===== config.mk =====
export PLATFORM = sky130hd
export DESIGN_NAME = fxp_requant
export DESIGN_NICKNAME = d
export VERILOG_FILES = /design/src/rtl/fxp_pkg.sv /design/src/rtl/fxp_round.sv /design/src/rtl/fxp_range.sv /design/src/rtl/fxp_requant.sv
export SDC_FILE = /design/constraint.sdc
export NUM_CORES = 1
export LEC_CHECK = 0
export BUFFER_PORTS_ARGS = -buffer_cell sky130_fd_sc_hd__buf_2
export CAP_MARGIN = 20
export CORE_MARGIN = 1.5
export CORE_UTILIZATION = 48
export DETAILED_ROUTE_END_ITERATION = 12
export GPL_TIMING_DRIVEN = 0
export PLACE_DENSITY = 0.93
export SETUP_SLACK_MARGIN = 0.15
export SYNTH_ARGS = -nofsm -noshare
export SYNTH_HDL_FRONTEND = slang
export SYNTH_HIERARCHICAL = 1
export SYNTH_SLANG_ARGS = --single-unit

===== constraint.sdc =====
create_clock -name clk -period 1.6 [get_ports clk]
set_clock_uncertainty 0.15 [all_clocks]
set_input_delay 0.32 -clock clk [delete_from_list [all_inputs] [get_ports clk]]
set_output_delay 0.32 -clock clk [all_outputs]
set_load 0.02 [all_outputs]

===== src/rtl/fxp_pkg.sv =====
package fxp_pkg;

   typedef enum logic [1:0] {
      RND_TRUNC     = 2'b00,
      RND_HALF_UP   = 2'b01,
      RND_HALF_EVEN = 2'b10,
      RND_SPARE     = 2'b11
   } rnd_mode_e;

   typedef enum logic {
      OVF_WRAP = 1'b0,
      OVF_SAT  = 1'b1
   } ovf_mode_e;

   // Selection a caller ties the rounding input to when it has no preference
   localparam rnd_mode_e RND_DEFAULT = RND_HALF_EVEN;

endpackage


===== src/rtl/fxp_round.sv =====
module fxp_round
   import fxp_pkg::*;
#(
   parameter int IN_W = 16,
   parameter int DROP = 4,
   localparam int KW  = IN_W - DROP,
   localparam int QW  = KW + 1
) (
   input  logic          clk,
   input  logic          rst_n,
   input  logic [IN_W-1:0] x,
   input  logic [1:0]    mode,
   output logic [QW-1:0] q,
   output logic          inexact
);

   rnd_mode_e sel;
   assign sel = rnd_mode_e'(mode);

   generate
      if (DROP == 0) begin : g_pass
         assign q       = {x[IN_W-1], x};
         assign inexact = 1'b0;
      end else begin : g_drop
         logic [KW-1:0]   kept;
         logic [DROP-1:0] frac;
         logic            half;
         logic            tail_nz;
         logic            tie;
         logic            inc;

         assign kept = x[IN_W-1:DROP];
         assign frac = x[DROP-1:0];
         assign half = frac[DROP-1];

         if (DROP == 1) begin : g_no_tail
            assign tail_nz = 1'b0;
         end else begin : g_tail
            assign tail_nz = |frac[DROP-2:0];
         end

         assign tie     = half & ~tail_nz;
         assign inexact = |frac;

         always_comb begin
            unique case (sel)
               RND_HALF_UP:   inc = half;
               RND_HALF_EVEN: inc = half & (tail_nz | kept[0]);
               default:       inc = 1'b0;
            endcase
         end

         assign q = {kept[KW-1], kept} + {{KW{1'b0}}, inc};

         AST_EXACT_KEEPS: assert property (@(posedge clk) disable iff (!rst_n)
            !inexact |-> ({q, {DROP{1'b0}}} == {x[IN_W-1], x}));
         AST_STEP_SMALL: assert property (@(posedge clk) disable iff (!rst_n)
            ($signed(q) == $signed({kept[KW-1], kept})) ||
            ($signed(q) == $signed({kept[KW-1], kept}) + 1));
         AST_HALF_UP_RAISES: assert property (@(posedge clk) disable iff (!rst_n)
            (sel == RND_HALF_UP && half) |-> (q != {kept[KW-1], kept}));
         AST_TIE_EVEN: assert property (@(posedge clk) disable iff (!rst_n)
            (sel == RND_HALF_EVEN && tie) |-> !q[0]);
         AST_SPARE_TRUNC: assert property (@(posedge clk) disable iff (!rst_n)
            (sel == RND_SPARE) |-> (q == {kept[KW-1], kept}));
      end
   endgenerate

endmodule


===== src/rtl/fxp_range.sv =====
module fxp_range
   import fxp_pkg::*;
#(
   parameter int QW    = 13,
   parameter int OUT_W = 8
) (
   input  logic             clk,
   input  logic             rst_n,
   input  logic [QW-1:0]    q,
   input  logic             sat,
   output logic [OUT_W-1:0] y,
   output logic             ovf
);

   localparam logic [OUT_W-1:0] POS_LIM = {1'b0, {(OUT_W-1){1'b1}}};
   localparam logic [OUT_W-1:0] NEG_LIM = {1'b1, {(OUT_W-1){1'b0}}};

   ovf_mode_e pol;
   assign pol = ovf_mode_e'(sat);

   generate
      if (QW <= OUT_W) begin : g_fits
         assign y   = {{(OUT_W-QW){q[QW-1]}}, q};
         assign ovf = 1'b0;
      end else begin : g_check
         logic [QW-OUT_W:0] head;
         logic              clamp;

         assign head  = q[QW-1:OUT_W-1];
         assign ovf   = ~((&head) | ~(|head));
         assign clamp = ovf & (pol == OVF_SAT);

         always_comb begin
            if (clamp) y = q[QW-1] ? NEG_LIM : POS_LIM;
            else       y = q[OUT_W-1:0];
         end

         AST_WRAP_NO_CLAMP: assert property (@(posedge clk) disable iff (!rst_n)
            (pol == OVF_WRAP && ovf) |-> (y != POS_LIM || q[OUT_W-1:0] == POS_LIM));
      end
   endgenerate

   AST_SAT_LIMIT: assert property (@(posedge clk) disable iff (!rst_n)
      (pol == OVF_SAT && ovf) |-> (y == POS_LIM || y == NEG_LIM));
   AST_INRANGE_SAME: assert property (@(posedge clk) disable iff (!rst_n)
      !ovf |-> ($signed(y) == $signed(q)));

endmodule


===== src/rtl/fxp_requant.sv =====
module fxp_requant
   import fxp_pkg::*;
#(
   parameter int IN_W     = 16,
   parameter int IN_FRAC  = 10,
   parameter int OUT_W    = 8,
   parameter int OUT_FRAC = 4,
   parameter bit PIPE     = 1'b1
) (
   input  logic             clk,
   input  logic             rst_n,
   input  logic             in_valid,
   input  logic [IN_W-1:0]  in_data,
   input  logic [1:0]       rnd_mode,
   input  logic             sat_en,
   output logic             out_valid,
   output logic [OUT_W-1:0] out_data,
   output logic             out_ovf,
   output logic             out_inexact
);

   localparam int DROP = IN_FRAC - OUT_FRAC;
   localparam int KW   = IN_W - DROP;
   localparam int QW   = KW + 1;

   generate
      if (IN_FRAC < OUT_FRAC) begin : g_err_frac
         $fatal(1, "fxp_requant: output fraction wider than input fraction");
      end
      if (IN_FRAC >= IN_W || OUT_FRAC >= OUT_W) begin : g_err_fmt
         $fatal(1, "fxp_requant: a format needs at least one integer bit");
      end
      if (OUT_W < 2) begin : g_err_w
         $fatal(1, "fxp_requant: output width below 2");
      end
   endgenerate

   logic [QW-1:0]    rnd_q;
   logic             rnd_inexact;
   logic [OUT_W-1:0] rng_y;
   logic             rng_ovf;

   fxp_round #(.IN_W(IN_W), .DROP(DROP)) u_round (
      .clk     (clk),
      .rst_n   (rst_n),
      .x       (in_data),
      .mode    (rnd_mode),
      .q       (rnd_q),
      .inexact (rnd_inexact)
   );

   fxp_range #(.QW(QW), .OUT_W(OUT_W)) u_range (
      .clk   (clk),
      .rst_n (rst_n),
      .q     (rnd_q),
      .sat   (sat_en),
      .y     (rng_y),
      .ovf   (rng_ovf)
   );

   generate
      if (PIPE) begin : g_reg
         always_ff @(posedge clk or negedge rst_n) begin
            if (!rst_n) begin
               out_valid   <= 1'b0;
               out_data    <= '0;
               out_ovf     <= 1'b0;
               out_inexact <= 1'b0;
            end else begin
               out_valid   <= in_valid;
               out_data    <= rng_y;
               out_ovf     <= rng_ovf;
               out_inexact <= rnd_inexact;
            end
         end

         AST_VALID_LAG: assert property (@(posedge clk) disable iff (!rst_n)
            in_valid |=> out_valid);
         AST_IDLE_LAG: assert property (@(posedge clk) disable iff (!rst_n)
            !in_valid |=> !out_valid);
         AST_DATA_LAG: assert property (@(posedge clk) disable iff (!rst_n)
            in_valid |=> (out_data == $past(rng_y) && out_ovf == $past(rng_ovf)));
      end else begin : g_comb
         assign out_valid   = in_valid;
         assign out_data    = rng_y;
         assign out_ovf     = rng_ovf;
         assign out_inexact = rnd_inexact;
      end
   endgenerate

endmodule


Word level (Yosys, flattened, before mapping)
Index checks and enable logic that the tools add are counted.
{"block": "totals", "regBits": 11, "inputBits": 22, "out_inout_bits": 11, "wordCells": 20}
{"block": "op_classes", "addsub": 1, "n_eq_ne": 2, "n_mux": 3, "bitwise": 6, "n_reduce_logical": 4}
{"cell": "$mux W8", "count": 2}
{"cell": "$add A10 B2 Y11", "count": 1}
{"cell": "$reduce_or A6 Y1", "count": 1}
{"cell": "$reduce_or A5 Y1", "count": 1}
{"cell": "$reduce_and A4 Y1", "count": 1}
{"cell": "$reduce_or A4 Y1", "count": 1}
{"cell": "$and A1 B1 Y1", "count": 2}
{"cell": "$eq A2 B1 Y1 const B", "count": 1}
{"cell": "$eq A2 B2 Y1 const B", "count": 1}
{"cell": "$not A1 Y1", "count": 2}
{"cell": "$or A1 B1 Y1", "count": 2}
{"cell": "$pmux W1 S2", "count": 1}

Depth between registers and ports, before layout
Gate-level depths: netlist (run 1).
{"block": "logic_depth", "depth_word": 11, "depth_mapped": 11, "ltp_nobuf": 11}

Cells and area by module
The synthesis (run 1) kept the hierarchy.
{"mod": "fxp_requant", "instances": 1, "cells_per_inst": 11, "area_each_um2": 275.3, "seq_area_each_um2": 275.3}
{"mod": "fxp_round", "instances": 1, "cells_per_inst": 33, "area_each_um2": 237.7, "seq_area_each_um2": 0.0}
{"mod": "fxp_range", "instances": 1, "cells_per_inst": 24, "area_each_um2": 201.4, "seq_area_each_um2": 0.0}

Worst setup path before layout (run 1)
No wires, ideal clock.
{"block": "synth_timing", "path_type": "input to register", "startpoint": "input in_data[1]", "endpoint": "register out_data[5]", "setup_time_ns": 0.127, "t_arrival_ns": 2.466, "required_time_ns": 1.323, "setup_slack_ns": -1.143, "stages": 10, "n_path_buf": 1, "path_cell_list": "or4_4 o31ai_1 a21oi_1 ha_1 ha_1 nand2_1 o21a_1 clkbuf_1 a21boi_0 a311o_2"}
{"block": "synth_via", "elab_chain_cells": 11, "elab_cells_between_ends": 13, "cone_classes": "1 x add/sub; 3 x mux; 6 x bitwise; 3 x reduce/logical"}
{"element": "start: declaration", "line_no": "fxp_requant.sv:13", "source": "input logic [IN_W-1:0] in_data,"}
{"element": "$reduce_or A5 Y1 *", "line_no": "fxp_round.sv:39", "source": "assign tail_nz = |frac[DROP-2:0];"}
{"element": "$or A1 B1 Y1 *", "line_no": "fxp_round.sv:48", "source": "RND_HALF_EVEN: inc = half & (tail_nz | kept[0]);"}
{"element": "$and A1 B1 Y1 *", "line_no": "fxp_round.sv:48"}
{"element": "$pmux W1 S2 *", "line_no": "fxp_round.sv:46", "source": "unique case (sel)"}
{"element": "$add A10 B2 Y11 *", "line_no": "fxp_round.sv:53", "source": "assign q = {kept[KW-1], kept} + {{KW{1'b0}}, inc};"}
{"element": "named net rnd_q[10]", "line_no": "fxp_requant.sv:38", "source": "logic [QW-1:0] rnd_q;"}
{"element": "$reduce_or A4 Y1", "line_no": "fxp_range.sv:30", "source": "assign ovf = ~((&head) | ~(|head));"}
{"element": "$not A1 Y1", "line_no": "fxp_range.sv:30"}
{"element": "$or A1 B1 Y1", "line_no": "fxp_range.sv:30"}
{"element": "$not A1 Y1", "line_no": "fxp_range.sv:30"}
{"element": "$and A1 B1 Y1", "line_no": "fxp_range.sv:31", "source": "assign clamp = ovf & (pol == OVF_SAT);"}
{"element": "$mux W8 *", "line_no": "fxp_range.sv:34", "source": "if (clamp) y = q[QW-1] ? NEG_LIM : POS_LIM;"}
{"element": "named net rng_y[5]", "line_no": "fxp_requant.sv:40", "source": "logic [OUT_W-1:0] rng_y;"}
{"element": "end signal: assignment", "line_no": "fxp_requant.sv:71", "source": "out_data <= rng_y;"}
{"element": "end: declaration", "line_no": "fxp_requant.sv:17", "source": "output logic [OUT_W-1:0] out_data,"}
The timed path passes the listed nets; every way through them passes the cells marked *.

Worst setup path in the final report (run 1)
{"block": "layout_timing", "startpoint": "input in_data[1]", "endpoint": "register out_data[5]"}
{"block": "layout_via", "elab_chain_cells": 11, "elab_cells_between_ends": 13, "cone_classes": "1 x add/sub; 3 x mux; 6 x bitwise; 3 x reduce/logical"}
{"element": "$reduce_or A5 Y1 *", "line_no": "fxp_round.sv:39"}
{"element": "$or A1 B1 Y1 *", "line_no": "fxp_round.sv:48"}
{"element": "$and A1 B1 Y1 *", "line_no": "fxp_round.sv:48"}
{"element": "$pmux W1 S2 *", "line_no": "fxp_round.sv:46"}
{"element": "$add A10 B2 Y11 *", "line_no": "fxp_round.sv:53"}
{"element": "named net rnd_q[9]", "line_no": "fxp_requant.sv:38"}
{"element": "$reduce_or A4 Y1", "line_no": "fxp_range.sv:30"}
{"element": "$not A1 Y1", "line_no": "fxp_range.sv:30"}
{"element": "$or A1 B1 Y1 *", "line_no": "fxp_range.sv:30"}
{"element": "$not A1 Y1 *", "line_no": "fxp_range.sv:30"}
{"element": "$and A1 B1 Y1 *", "line_no": "fxp_range.sv:31"}
{"element": "$mux W8 *", "line_no": "fxp_range.sv:34"}
{"element": "named net rng_y[5]", "line_no": "fxp_requant.sv:40"}
Marks and branches as above.

==> summary.txt, run 1 <==
Setup path
  • Slowest Stage Delay on Critical Path: 0.54 ns
  • Top cell by count, worst path: buf_6
  • CP Launch Type: primary input
  • Buf/Inv on CP: 2
  • Slowest cell on crit path: or4_4
  • Worst Path Arrival: 2.57 ns
  • CP required: 1.60 ns
  • Critical path's top delay family: compound AO/OA/AOI/OAI gates
  • Ordered cell list for the critical path: buf_6, or4_4, o31ai_4, a21oi_2, ha_2, nand2_2, nor4_2, xor2_1, buf_6, o311a_4, a311o_2
  • Number of stages on the worst setup path: 11
  • Crit path capture type: register
  • CP Max Fanout: 7
  • Setup CP Type: primary input to register

Global route
  • Vias in the first global route: 603
  • Remaining Overflow, GRT: 0
  • Largest net degree at the start of global routing: 12
  • Total track usage: 0.206
  • Initial antenna violation count: 0
  • First-pass GRT wire length: 2620 microns

Place
  • Cells after DPL: 114
  • Dpl hpwl: 1180 microns
  • Dpl cell area: 905 sq um
  • Port bufs: 31
  • Pre-CTS WS: -1.37 ns
  • Placer's final routability congestion estimate: 0.715

Layout
  • Most common cell after layout, fill and taps aside: buf_2
  • Area Growth Syn to Fin: 51.8%
  • Fin area: 1080 sq um
  • ANT cells: 0
  • Share of layout cells above drive strength 1: 0.505
  • Most frequent cells in the layout: buf_2, dfrtp_1, a21boi_0
  • Area occupied by multi-input gates: 473 sq um
  • Final cell count without fillers: 126
  • Register area: 275 sq um
  • Final net count: 138
  • Fillers: 88

Synthesis
  • Warnings from Yosys: 6
  • Mapped Nets: 94
  • Avg Cell Area, Syn: 10.5 sq um
  • Post-Syn Area: 714 sq um
  • Count of cell types in the netlist: 26
  • Post-Syn Instances: 68
  • Sequential area share after synthesis: 0.385
  • FF+latch count, synth: 11

STA
  • Final Cycle Share: 1.61
  • Setup TNS: -7.98 ns
  • Max-slew violation count: 0
  • Fmax: 389 MHz
  • Worst relative slew slack: 0.755
  • Worst Setup Slack, final: -0.973 ns
  • RSZ-0062 raised after global routing: true
  • Final setup viols: 9
  • Hold Fails Final Rpt: 0
  • Final min period: 2.57 ns
  • Least-Margin Pin Slew: 0.367 ns

Power and ir drop
  • Sw Ratio: 0.290
  • Overall Power: 0.000705 W
  • Comb pwr share: 0.313
  • Leakage: 0.482 nW
  • Power density over the cells: 650 nW/um^2
  • Pint: 0.000500 W
  • Switch Pwr: 0.000205 W
  • Clk pwr share: 0.253
  • Peak VDD IR: 0.000278 V
  • Seq pwr share: 0.434

Route
  • Aggregate routed wire length: 1710 microns
  • Vias after detailed routing: 714
  • Post-DR wirelength/cell: 13.6 microns
  • DRT Pass-1 Iters: 4
  • DR vias/cell: 5.67
  • DR DRC count: 0
  • Antenna Nets Post-Route: 0
  • Initial drt markers: 13

Die
  • Total die area: 1730 sq um
  • Initial Util: 0.529
  • Die Height: 41.6 microns
  • DIE WIDTH: 41.6 microns
  • Row count: 13
  • Core area: 1350 sq um
  • Ports: 33

Clock network
  • Bufs on Longest Clock Path: 2
  • Clk sink count: 11
  • TritonCTS clock tree: done
  • Deepest level of the CTS H-tree: 1
  • CTS root buf: clkbuf_4
  • Number of CTS-inserted buffers: 3
  • Clock slew at reported path FFs: 0.06 ns

Run status
  • Failing checks: setup timing
  • Outcome: complete, but fails checks

Worst hold path
  • Hold Path Class: primary input to register
  • Hold-critical path endpoint: out_inexact
  • Hold path depth: 2
  • HP Start: in_data[5]

Run
  • Max Cap Violations: 0
## cell type report
class / instances / area share
tap: 15 / 0.0173
buffer: 4 / 0.0392
clock buffer: 4 / 0.0242
multi-input combinational: 48 / 0.436
inverter: 5 / 0.0173
sequential: 11 / 0.254
timing repair buffer: 39 / 0.212
## state kept, by name, indices dropped and copies added (netlist names)
register     count
out_valid        1
out_ovf          1
out_data         8
out_inexact      1
## cell usage after synthesis (all sizes together)
cell type,number,share of area
a311o,7,0.10
xnor2,6,0.074
xor2,2,0.025
nand3,4,0.028
nand2b,1,0.0088
o31ai,1,0.011
a21boi,7,0.074
nand2,2,0.011
nor2,1,0.0052
or3,1,0.0088
and4,1,0.012
nor4,2,0.018
nand4,2,0.018
or4,1,0.016
clkbuf,3,0.016
buf,1,0.016
o311a,1,0.030
a31oi,1,0.0088
o21a,1,0.011
and2,1,0.0088
a21oi,1,0.0070
ha,4,0.070
mux2,1,0.016
inv,5,0.026
dfrtp,11,0.39
## stage by stage
step / hold WS, ns / util
global placement: 0.0338 / 0.670
finish: 0.149 / 0.804
global route: 0.131 / 0.804
detailed placement: 0.0390 / 0.670
CTS: 0.000302 / 0.772
floorplan: -0.126 / -
## how the worst max path moves through the flow
stage / startpoint / to / slack (ns)
after global placement: in_data[1] / out_data[1] / -1.29
final: in_data[1] / out_data[5] / -0.97
after global routing: in_data[1] / out_data[5] / -1.02
after CTS: in_data[1] / out_data[5] / -0.95
after detailed placement: in_data[1] / out_data[1] / -1.37
after floorplan: in_data[1] / out_data[0] / -1.09
## routing by layer
layer | wire length, microns | share of wire | global-route usage | up-vias
met5 | 0 | 0 | 0 | -
met4 | 40 | 0.023 | 0.155 | 0
met3 | 114 | 0.067 | 0.0391 | 4
met2 | 894 | 0.52 | 0.363 | 36
met1 | 662 | 0.39 | 0.213 | 334
li1 | - | - | - | 340
## power by group through the flow
stage / clock (W) / combinational (W) / sequential, W
floorplan: 0 / 0.0000785 / 0.000342
global placement: 0 / 0.000178 / 0.000309
detailed placement: 0 / 0.000183 / 0.000310
CTS: 0.000187 / 0.000206 / 0.000305
global route: 0.000200 / 0.000238 / 0.000308
finish: 0.000178 / 0.000221 / 0.000306
## logic make-up (layout without fill, tap and decap cells)
family                     count (synthesis)  count (layout)  synth area share
adders and majority gates                  4               4            0.0701
muxes                                      1               1            0.0158
AOI/OAI and AO/OA                         19              19             0.240
buffers and inverters                      9              52            0.0578
and+or+nand+nor                           16              16             0.133
xor gates and xnor gates                   8               8            0.0981
DFF                                       11              11             0.385
## what timing repair did
action / in CTS / in global routing
buffers inserted: 5 / 1
hold buffers: 1 / 1
endpoints found under the hold margin: 11 / 1
gates resized for setup: 11 / 4
endpoints found under the setup margin: 9 / 9
pin swaps: 14 / 1
(Power assumes the default switching activity.)
==> run 2, diff against run 1 <==
- RECOVER_POWER: not set -> 25
==> run 2 against run 1 <==
Compared with the run above: the flow still finishes with violations (setup timing); power hardly changed; critical path depth unchanged; sequential cell count did not move; routed wire length is 0.12% lower; worst setup slack did not move; final cell count did not move; final area fell by 0.12%; clock-buffer cell count did not move; critical path type unchanged.
==> summary.txt, run 2 (synthesis gave the netlist of run 1 again) <==
Clock network
  • Clk sink count: 11 (unchanged)
  • Bufs on Longest Clock Path: 2 (unchanged)
  • Number of CTS-inserted buffers: 3 (unchanged)
  • Clock slew at reported path FFs: 0.06 ns (about the same)
  • TritonCTS clock tree: done
  • CTS root buf: clkbuf_4
  • Deepest level of the CTS H-tree: 1 (unchanged)

Global route
  • Initial antenna violation count: 0 (unchanged)
  • Remaining Overflow, GRT: 0 (unchanged)
  • First-pass GRT wire length: 2620 microns (unchanged)
  • Total track usage: 0.206 (unchanged)
  • Largest net degree at the start of global routing: 12 (unchanged)
  • Vias in the first global route: 603 (unchanged)

Die
  • Core area: 1350 sq um (unchanged)
  • Ports: 33 (unchanged)
  • Initial Util: 0.529 (unchanged)
  • Row count: 13 (unchanged)
  • Die Height: 41.6 microns (unchanged)
  • DIE WIDTH: 41.6 microns (unchanged)
  • Total die area: 1730 sq um (unchanged)

Setup path
  • Slowest Stage Delay on Critical Path: 0.54 ns (about the same)
  • Slowest cell on crit path: or4_4
  • CP endpoint: out_data[5]
  • Crit path launch: in_data[1]
  • Number of stages on the worst setup path: 11 (unchanged)
  • Critical path's top delay family: compound AO/OA/AOI/OAI gates
  • CP Launch Type: primary input
  • CP required: 1.60 ns (about the same)
  • CP Max Fanout: 7 (unchanged)
  • Buf/Inv on CP: 2 (unchanged)
  • Worst Path Arrival: 2.57 ns (about the same)
  • Top cell by count, worst path: buf_6
  • Crit path capture type: register
  • Ordered cell list for the critical path: buf_6, or4_4, o31ai_4, a21oi_2, ha_2, nand2_2, nor4_2, xor2_1, buf_6, o311a_4, a311o_2
  • Setup CP Type: primary input to register

STA
  • Hold Fails Final Rpt: 0 (unchanged)
  • Final Cycle Share: 1.61 (unchanged)
  • Final min period: 2.57 ns (unchanged)
  • Least-Margin Pin Slew: 0.516 ns (+0.148 ns)
  • RSZ-0062 raised after global routing: true
  • Worst relative slew slack: 0.656 (-0.0988)
  • Worst Setup Slack, final: -0.973 ns (unchanged)
  • Max-slew violation count: 0 (unchanged)
  • Final setup viols: 9 (unchanged)
  • Fmax: 389 MHz (unchanged)
  • Setup TNS: -7.98 ns (unchanged)

Layout
  • Final net count: 138 (unchanged)
  • Post-layout util: 0.803 (-0.000927)
  • Final cell count without fillers: 126 (unchanged)
  • ANT cells: 0 (unchanged)
  • Share of layout cells above drive strength 1: 0.495 (-0.00901)
  • Area Growth Syn to Fin: 51.7%
  • Biggest register: out_data
  • Most common cell after layout, fill and taps aside: buf_2
  • Fillers: 89 (+1.1%)
  • Most frequent cells in the layout: buf_2, dfrtp_1, a21boi_0
  • Max FFs per register: 8 (unchanged)

Power and ir drop
  • Leakage: 0.480 nW (-0.57%)
  • Pint: 0.000500 W (about the same)
  • Seq pwr share: 0.434 (about the same)
  • Peak VDD IR: 0.000278 V (about the same)
  • Clk pwr share: 0.253 (about the same)
  • Sw Ratio: 0.291 (about the same)
  • Overall Power: 0.000704 W (about the same)
  • Switch Pwr: 0.000205 W (about the same)
  • Power density over the cells: 650 nW/um^2 (about the same)
  • Comb pwr share: 0.313 (about the same)

Place
  • Port bufs: 31 (unchanged)
  • Pre-CTS WS: -1.37 ns (unchanged)
  • Cells after DPL: 114 (unchanged)
  • Dpl hpwl: 1180 microns (unchanged)
  • Placer's final routability congestion estimate: 0.715 (unchanged)

Route
  • Post-DR wirelength/cell: 13.6 microns (-0.12%)
  • Initial drt markers: 13 (unchanged)
  • Vias after detailed routing: 714 (unchanged)
  • DR DRC count: 0 (unchanged)
  • DR vias/cell: 5.67 (unchanged)
  • DRT Pass-1 Iters: 4 (unchanged)
  • Aggregate routed wire length: 1710 microns (-0.12%)
  • Antenna Nets Post-Route: 0 (unchanged)

Worst hold path
  • Hold Path Class: primary input to register

Run status
  • Outcome: complete, but fails checks
  • Failing checks: setup timing

Run
  • Max Cap Violations: 0 (unchanged)
## run 2: cell types whose count changed in the layout (fill, tap and decap cells not counted)
cell	delta
clkbuf_1	+1
buf_2	-1
## run 2: worst min-delay path by stage
| stage | start | end | slack [ns] | depth (start not counted) |
|---|---|---|---|---|
| detailed placement | rst_n | out_ovf | 0.04 | 1 |
| CTS | in_valid | out_valid | 0.0003 | 1 |
| floorplan | rst_n | out_data[0] | -0.13 | 0 |
| global placement | rst_n | out_valid | 0.03 | 1 |
| global route | in_data[5] | out_inexact | 0.13 | 2 |
| finish | in_data[5] | out_inexact | 0.15 | 2 |
## run 2: cell type report
class | instances | area (sq um) | share of cell area
Multi-Input combinational cell | 48 | 473 | 0.436
Sequential cell | 11 | 275 | 0.254
Timing Repair Buffer | 39 | 229 | 0.211
Buffer | 4 | 42.5 | 0.0393
Clock buffer | 4 | 26.3 | 0.0242
Inverter | 5 | 18.8 | 0.0173
Tap cell | 15 | 18.8 | 0.0173
## run 2: metal layers
layer  routed length [microns]  vias up  track usage
li1                          -      340            -
met1                       660      334        0.213
met2                       894       36        0.363
met3                       114        4       0.0391
met4                        40        0        0.155
met5                         0        -            0
## run 2: metrics by stage
stage / hold WS (ns) / cell area (sq um)
CTS: 0.000302 / 1040
detailed placement: 0.0390 / 905
global placement: 0.0338 / 905
floorplan: -0.126 / 731
finish: 0.149 / 1080
global route: 0.131 / 1080
## run 2: repair_timing
item / 4_1_cts / 5_1_grt
setup buffers: 5 / 1
hold buffers: 1 / 1
setup endpoints to repair: 9 / 9
endpoints found under the hold margin: 11 / 1
pin swaps: 14 / 1
gates resized for setup: 11 / 4
## run 2: power by group through the flow
stage / clock, W / sequential (W) / combinational (W)
global route: 0.000200 / 0.000308 / 0.000237
floorplan: 0 / 0.000342 / 0.0000785
CTS: 0.000187 / 0.000305 / 0.000206
detailed placement: 0 / 0.000310 / 0.000183
global placement: 0 / 0.000309 / 0.000178
finish: 0.000178 / 0.000306 / 0.000220
